File: src/rtl/arb_pkg.sv
package arb_pkg;
    typedef enum logic [1:0] {
        ST_CPU  = 2'd0,
        ST_DEAD = 2'd1,
        ST_DMA  = 2'd2
    } own_st_e;
endpackage

File: src/rtl/arb_cap_sel.sv
module arb_cap_sel #(
    parameter int MAX_BURST = 8,
    parameter int INT_BURST = 5,
    parameter int CW        = $clog2(MAX_BURST + 1)
) (
    input  logic          clk,
    input  logic          rst_n,
    input  logic          capture,   // dead cycle that leads into a DMA tenure
    input  logic          dma_int,
    input  logic          dma_own,
    output logic [CW-1:0] cap
);
    localparam logic [CW-1:0] CAP_LONG  = CW'(MAX_BURST);
    localparam logic [CW-1:0] CAP_SHORT = CW'(INT_BURST);

    logic src_int_q;

    always_ff @(posedge clk or negedge rst_n) begin
        if (!rst_n)
            src_int_q <= 1'b0;
        else if (capture)
            src_int_q <= dma_int;
    end

    always_comb begin
        cap = CAP_LONG;
        if (dma_own && src_int_q)
            cap = CAP_SHORT;
    end

    // the short cap only ever applies to a DMA tenure
    p_short_cap_dma_r9: assert property (@(posedge clk) disable iff (!rst_n)
        (cap == CAP_SHORT && CAP_SHORT != CAP_LONG) |-> dma_own);
endmodule

File: src/rtl/arb_beat_ctr.sv
module arb_beat_ctr #(
    parameter int CW = 4
) (
    input  logic          clk,
    input  logic          rst_n,
    input  logic          clr,
    input  logic          inc,
    input  logic [CW-1:0] cap,
    output logic          last
);
    logic [CW-1:0] cnt_q;
    logic [CW-1:0] cnt_nx;

    assign cnt_nx = cnt_q + 1'b1;
    assign last   = inc && (cnt_nx == cap);

    always_ff @(posedge clk or negedge rst_n) begin
        if (!rst_n)
            cnt_q <= '0;
        else if (clr || last)
            cnt_q <= '0;
        else if (inc)
            cnt_q <= cnt_nx;
    end

    // the count of a tenure never reaches the cap without ending it
    p_cnt_below_cap_r7: assert property (@(posedge clk) disable iff (!rst_n)
        cnt_q < cap);
endmodule

File: src/rtl/arb_fsm.sv
module arb_fsm
    import arb_pkg::*;
(
    input  logic    clk,
    input  logic    rst_n,
    input  logic    cpu_req,
    input  logic    dma_req,
    input  logic    last,
    output own_st_e st,
    output logic    cpu_gnt,
    output logic    dma_gnt
);
    own_st_e st_nx;

    always_comb begin
        st_nx = st;
        unique case (st)
            ST_CPU:  if (last || (!cpu_req && dma_req)) st_nx = ST_DEAD;
            ST_DMA:  if (last || !dma_req)              st_nx = ST_DEAD;
            ST_DEAD: st_nx = dma_req ? ST_DMA : ST_CPU;
            default: st_nx = ST_DEAD;
        endcase
    end

    // state register
    always_ff @(posedge clk or negedge rst_n) begin
        if (!rst_n)
            st <= ST_CPU;
        else
            st <= st_nx;
    end

    // registered grants
    always_ff @(posedge clk or negedge rst_n) begin
        if (!rst_n) begin
            cpu_gnt <= 1'b1;
            dma_gnt <= 1'b0;
        end else begin
            cpu_gnt <= (st_nx == ST_CPU);
            dma_gnt <= (st_nx == ST_DMA);
        end
    end

    p_one_gnt_r2: assert property (@(posedge clk) disable iff (!rst_n)
        !(cpu_gnt && dma_gnt));

    p_dead_one_cycle_r12: assert property (@(posedge clk) disable iff (!rst_n)
        (!cpu_gnt && !dma_gnt) |=> (cpu_gnt || dma_gnt));

    p_cpu_after_dead_r12: assert property (@(posedge clk) disable iff (!rst_n)
        $rose(cpu_gnt) |-> $past(!dma_gnt));

    p_dma_after_dead_r4: assert property (@(posedge clk) disable iff (!rst_n)
        $rose(dma_gnt) |-> $past(!cpu_gnt));

    p_cpu_hold_r5: assert property (@(posedge clk) disable iff (!rst_n)
        (cpu_gnt && cpu_req && !last) |=> cpu_gnt);
endmodule

File: src/rtl/bus_owner_arb.sv
module bus_owner_arb
    import arb_pkg::*;
#(
    parameter int MAX_BURST = 8,
    parameter int INT_BURST = 5
) (
    input  logic clk,
    input  logic rst_n,
    input  logic cpu_req,
    input  logic dma_req,
    input  logic dma_int,
    input  logic beat,
    output logic cpu_gnt,
    output logic dma_gnt
);
    localparam int CW = $clog2(MAX_BURST + 1);

    own_st_e       st;
    logic [CW-1:0] cap;
    logic          last;
    logic          clr;
    logic          inc;

    // a default CPU tenure without request counts nothing and restarts
    assign clr = (st == ST_DEAD) || (st == ST_CPU && !cpu_req);
    assign inc = beat && ((st == ST_CPU && cpu_req) || (st == ST_DMA && dma_req));

    arb_cap_sel #(.MAX_BURST(MAX_BURST), .INT_BURST(INT_BURST), .CW(CW)) u_cap (
        .clk     (clk),
        .rst_n   (rst_n),
        .capture (st == ST_DEAD && dma_req),
        .dma_int (dma_int),
        .dma_own (st == ST_DMA),
        .cap     (cap)
    );

    arb_beat_ctr #(.CW(CW)) u_ctr (
        .clk   (clk),
        .rst_n (rst_n),
        .clr   (clr),
        .inc   (inc),
        .cap   (cap),
        .last  (last)
    );

    arb_fsm u_fsm (
        .clk     (clk),
        .rst_n   (rst_n),
        .cpu_req (cpu_req),
        .dma_req (dma_req),
        .last    (last),
        .st      (st),
        .cpu_gnt (cpu_gnt),
        .dma_gnt (dma_gnt)
    );
endmodule

File: config.mk
export PLATFORM = sky130hd
export DESIGN_NAME = bus_owner_arb
export DESIGN_NICKNAME = d
export VERILOG_FILES = /design/src/rtl/arb_pkg.sv /design/src/rtl/arb_cap_sel.sv /design/src/rtl/arb_beat_ctr.sv /design/src/rtl/arb_fsm.sv /design/src/rtl/bus_owner_arb.sv
export SDC_FILE = /design/constraint.sdc
export NUM_CORES = 1
export LEC_CHECK = 0
export BUFFER_PORTS_ARGS = -buffer_cell sky130_fd_sc_hd__buf_4
export CAP_MARGIN = 0
export CORE_AREA = 4 4 41 43
export CTS_BUF_LIST = sky130_fd_sc_hd__clkbuf_8
export DETAILED_ROUTE_END_ITERATION = 16
export DIE_AREA = 0 0 45 47
export GPL_TIMING_DRIVEN = 0
export MAX_ROUTING_LAYER = met4
export PLACE_DENSITY = 0.57
export SKIP_CTS_REPAIR_TIMING = 1
export SYNTH_ARGS = -nofsm -noshare
export SYNTH_HDL_FRONTEND = slang
export SYNTH_SLANG_ARGS = --single-unit
File: constraint.sdc
create_clock -name clk -period 4 [get_ports clk]
set_input_delay 0.8 -clock clk [delete_from_list [all_inputs] [get_ports clk]]
set_output_delay 0.8 -clock clk [all_outputs]
set_load 0.02 [all_outputs]
==> impl_metrics.toml <==
[synthesis]
async_flop_share_pct = 100
syn_nets = 53
yosys.cell_count.top_type = "dfrtp_1"
yosysUniqueCellTypes = 25
synth.cell_area_um2 = 543
synthTopCellsByArea = "dfrtp_1 37%, xnor2_1 6.5%, a211oi_1 5.5%"
yosysSeqAreaShare_pct = 41.7
synth_top_area_share_pct = 36.9
synth_common_cells = "8 x dfrtp_1, 4 x a211oi_1, 4 x a21oi_1, 4 x xnor2_1"
synth_area_per_cell_um2 = 11.8
synth-warning-count = 0
synth_edf_count = 0
ys.flop_type = "dfrtp_1"
synth_seq_cells = 9
synthCells = 46
synth_top_cell_by_area = "dfrtp_1"

[sta]
fin_skew_ns = 0.00562
fmax_ghz = 0.597
relSlewSlack_pct = 70.5
setup_ws_ns = 2.32
max_slew.worst_pin.slew_ns = 0.440
period_share_pct = 41.9
tns_ns = 0
hold_violations = 0
maxSlewViolCount = 0
finalSetupViolCount = 0
rsz0062_at_grt = "no"
holdWs_ns = 0.376
period_needed_ns = 1.68

[layout]
fillers = 131
syn_to_final_growth_pct = 21.4
layout.nets = 65
multi_input_area_um2 = 302
diodes = 0
fin_area_um2 = 659
drive_above_1_share_pct = 35.1
ff_latch_area_um2 = 226
fin_cells = 72

[route]
drc = 0
vias = 385
postRouteAntennaNets = 0
drt_iter0_drc = 9
drt_pre_antenna_iters = 4
wirelength_um = 1010
vias_per_cell = 5.35
avgRoutedWirePerCell_um = 14.0

[clock_tree]
root_buffer = "clkbuf_8"
numCtsBuffers = 3
clock-sinks = 9
cts.path.max_buffers = 2
clk_pin_slew_worst_paths_ns = 0.05
htreeDepth = 1
cts_tree = "done"
insertion_delay_ns = 0.24

[worst_setup_path]
r2r-start = "u_ctr.cnt_q[0]"
crit_fanout = 1
crit_path_top_delay_cell = "dfstp_2"
endpoint_kind = "primary output"
crit_path_max_incr_delay_ns = 0.51
crit_buf_inv = 1
critPathTopFamily = "flip-flops"
cp.required_ns = 3.20
critPathKind = "reg2out"
critPathArrivalTime_ns = 0.88
r2r-end = "u_ctr.cnt_q[0]"
ff2ff_path_depth = 5
start_kind = "flip-flop"
worstPathCellList = "buf_4"
reg2reg_slack_ns = 2.38

[global_route]
grt-ovfl-total = 0
grt_max_degree = 10
grt_antenna_before_repair = 0
gr-usage-all-layers_pct = 12.5
grt_pass1_wl_um = 1730
grt_pass1_vias = 399

[min_path]
hp-class = "in2async"

[placement]
numPortBuffers = 7
gp_congestion = 0.711
dpl.hpwl_um = 760
dp_worst_setup_slack_ns = 2.26
dpl.cell_count = 68
place_area_um2 = 614

[power]
p_leak_uw = 0.000285
p_per_area_nw_per_um2 = 629
peakVddDrop_mv = 0.282

[die]
design.die.area_um2 = 2120
ios = 8
placementRows = 13
core-area_um2 = 1300
initial_core_util_pct = 41.7
die_h_um = 47
fp.dieW_um = 45

[job]
drv_cap = 0

[outcome]
outcome = "completed"
## registers in the layout, summed over array words and instances, names as in the netlist
name and flops:
u_fsm.st 2, u_fsm.dma_gnt 1, u_cap.src_int_q 1, u_ctr.cnt_q 4, u_fsm.cpu_gnt 1
## cell type report
cell class / count / share of cell area [%]
buffer: 1 / 1.71
clock inverter: 1 / 0.569
sequential: 9 / 34.3
tap: 15 / 2.85
clock buffer: 3 / 6.26
timing repair buffer: 7 / 7.97
inverter: 1 / 0.569
multi-input combinational: 35 / 45.7
## per-stage QoR
| step | utilization [%] | power, µW |
|---|---|---|
| after floorplan | - | 269 |
| after global placement | 47.2 | 306 |
| after detailed placement | 47.2 | 312 |
| after CTS | 50.7 | 420 |
| after global routing | 50.7 | 443 |
| final | 50.7 | 415 |
## worst max path at each step
stage | from | end | slack [ns] | cells after the start
4_1_cts | u_fsm.cpu_gnt | cpu_gnt | 2.31 | 1
2_1_floorplan | cpu_req | u_fsm.st[0] | 2.49 | 3
5_1_grt | u_fsm.cpu_gnt | cpu_gnt | 2.30 | 1
3_5_place_dp | beat | u_ctr.cnt_q[0] | 2.26 | 4
3_3_place_gp | beat | u_ctr.cnt_q[3] | 2.27 | 4
6_report | u_fsm.cpu_gnt | cpu_gnt | 2.32 | 1
## layout by cell type (no fill, tap or decap), drive strengths merged, types with 2 or more instances in the layout
cell type,n
xnor2,4
nor3,2
nand3,2
inv,2
nand3b,2
dfrtp,8
a21oi,4
o21ai,2
xor2,2
a211oi,4
a21boi,2
buf,8
clkbuf,3
nand2,2
## routing by layer
layer | routed length (µm) | global-route usage, %
met2 | 541 | 20.6
met1 | 404 | 12.9
met3 | 32 | 3.45
met4 | 32 | 8.77
met5 | 0 | -
## where the power goes
part | leakage, µW | internal [µW] | switching (µW)
sequential | 0.000117 | 123 | 26.0
combinational | 0.000141 | 75.1 | 87.2
clock | 0.0000269 | 66.9 | 36.3
total | 0.000285 | 265 | 150
## cells by family after synthesis
family	share of synthesized area (%)
compound gates	17.5
xor+xnor	9.68
fa+ha+maj	2.30
buf+inv	2.76
flops	41.7
mux	6.22
simple gates	19.8
(Power assumes the default switching activity.)
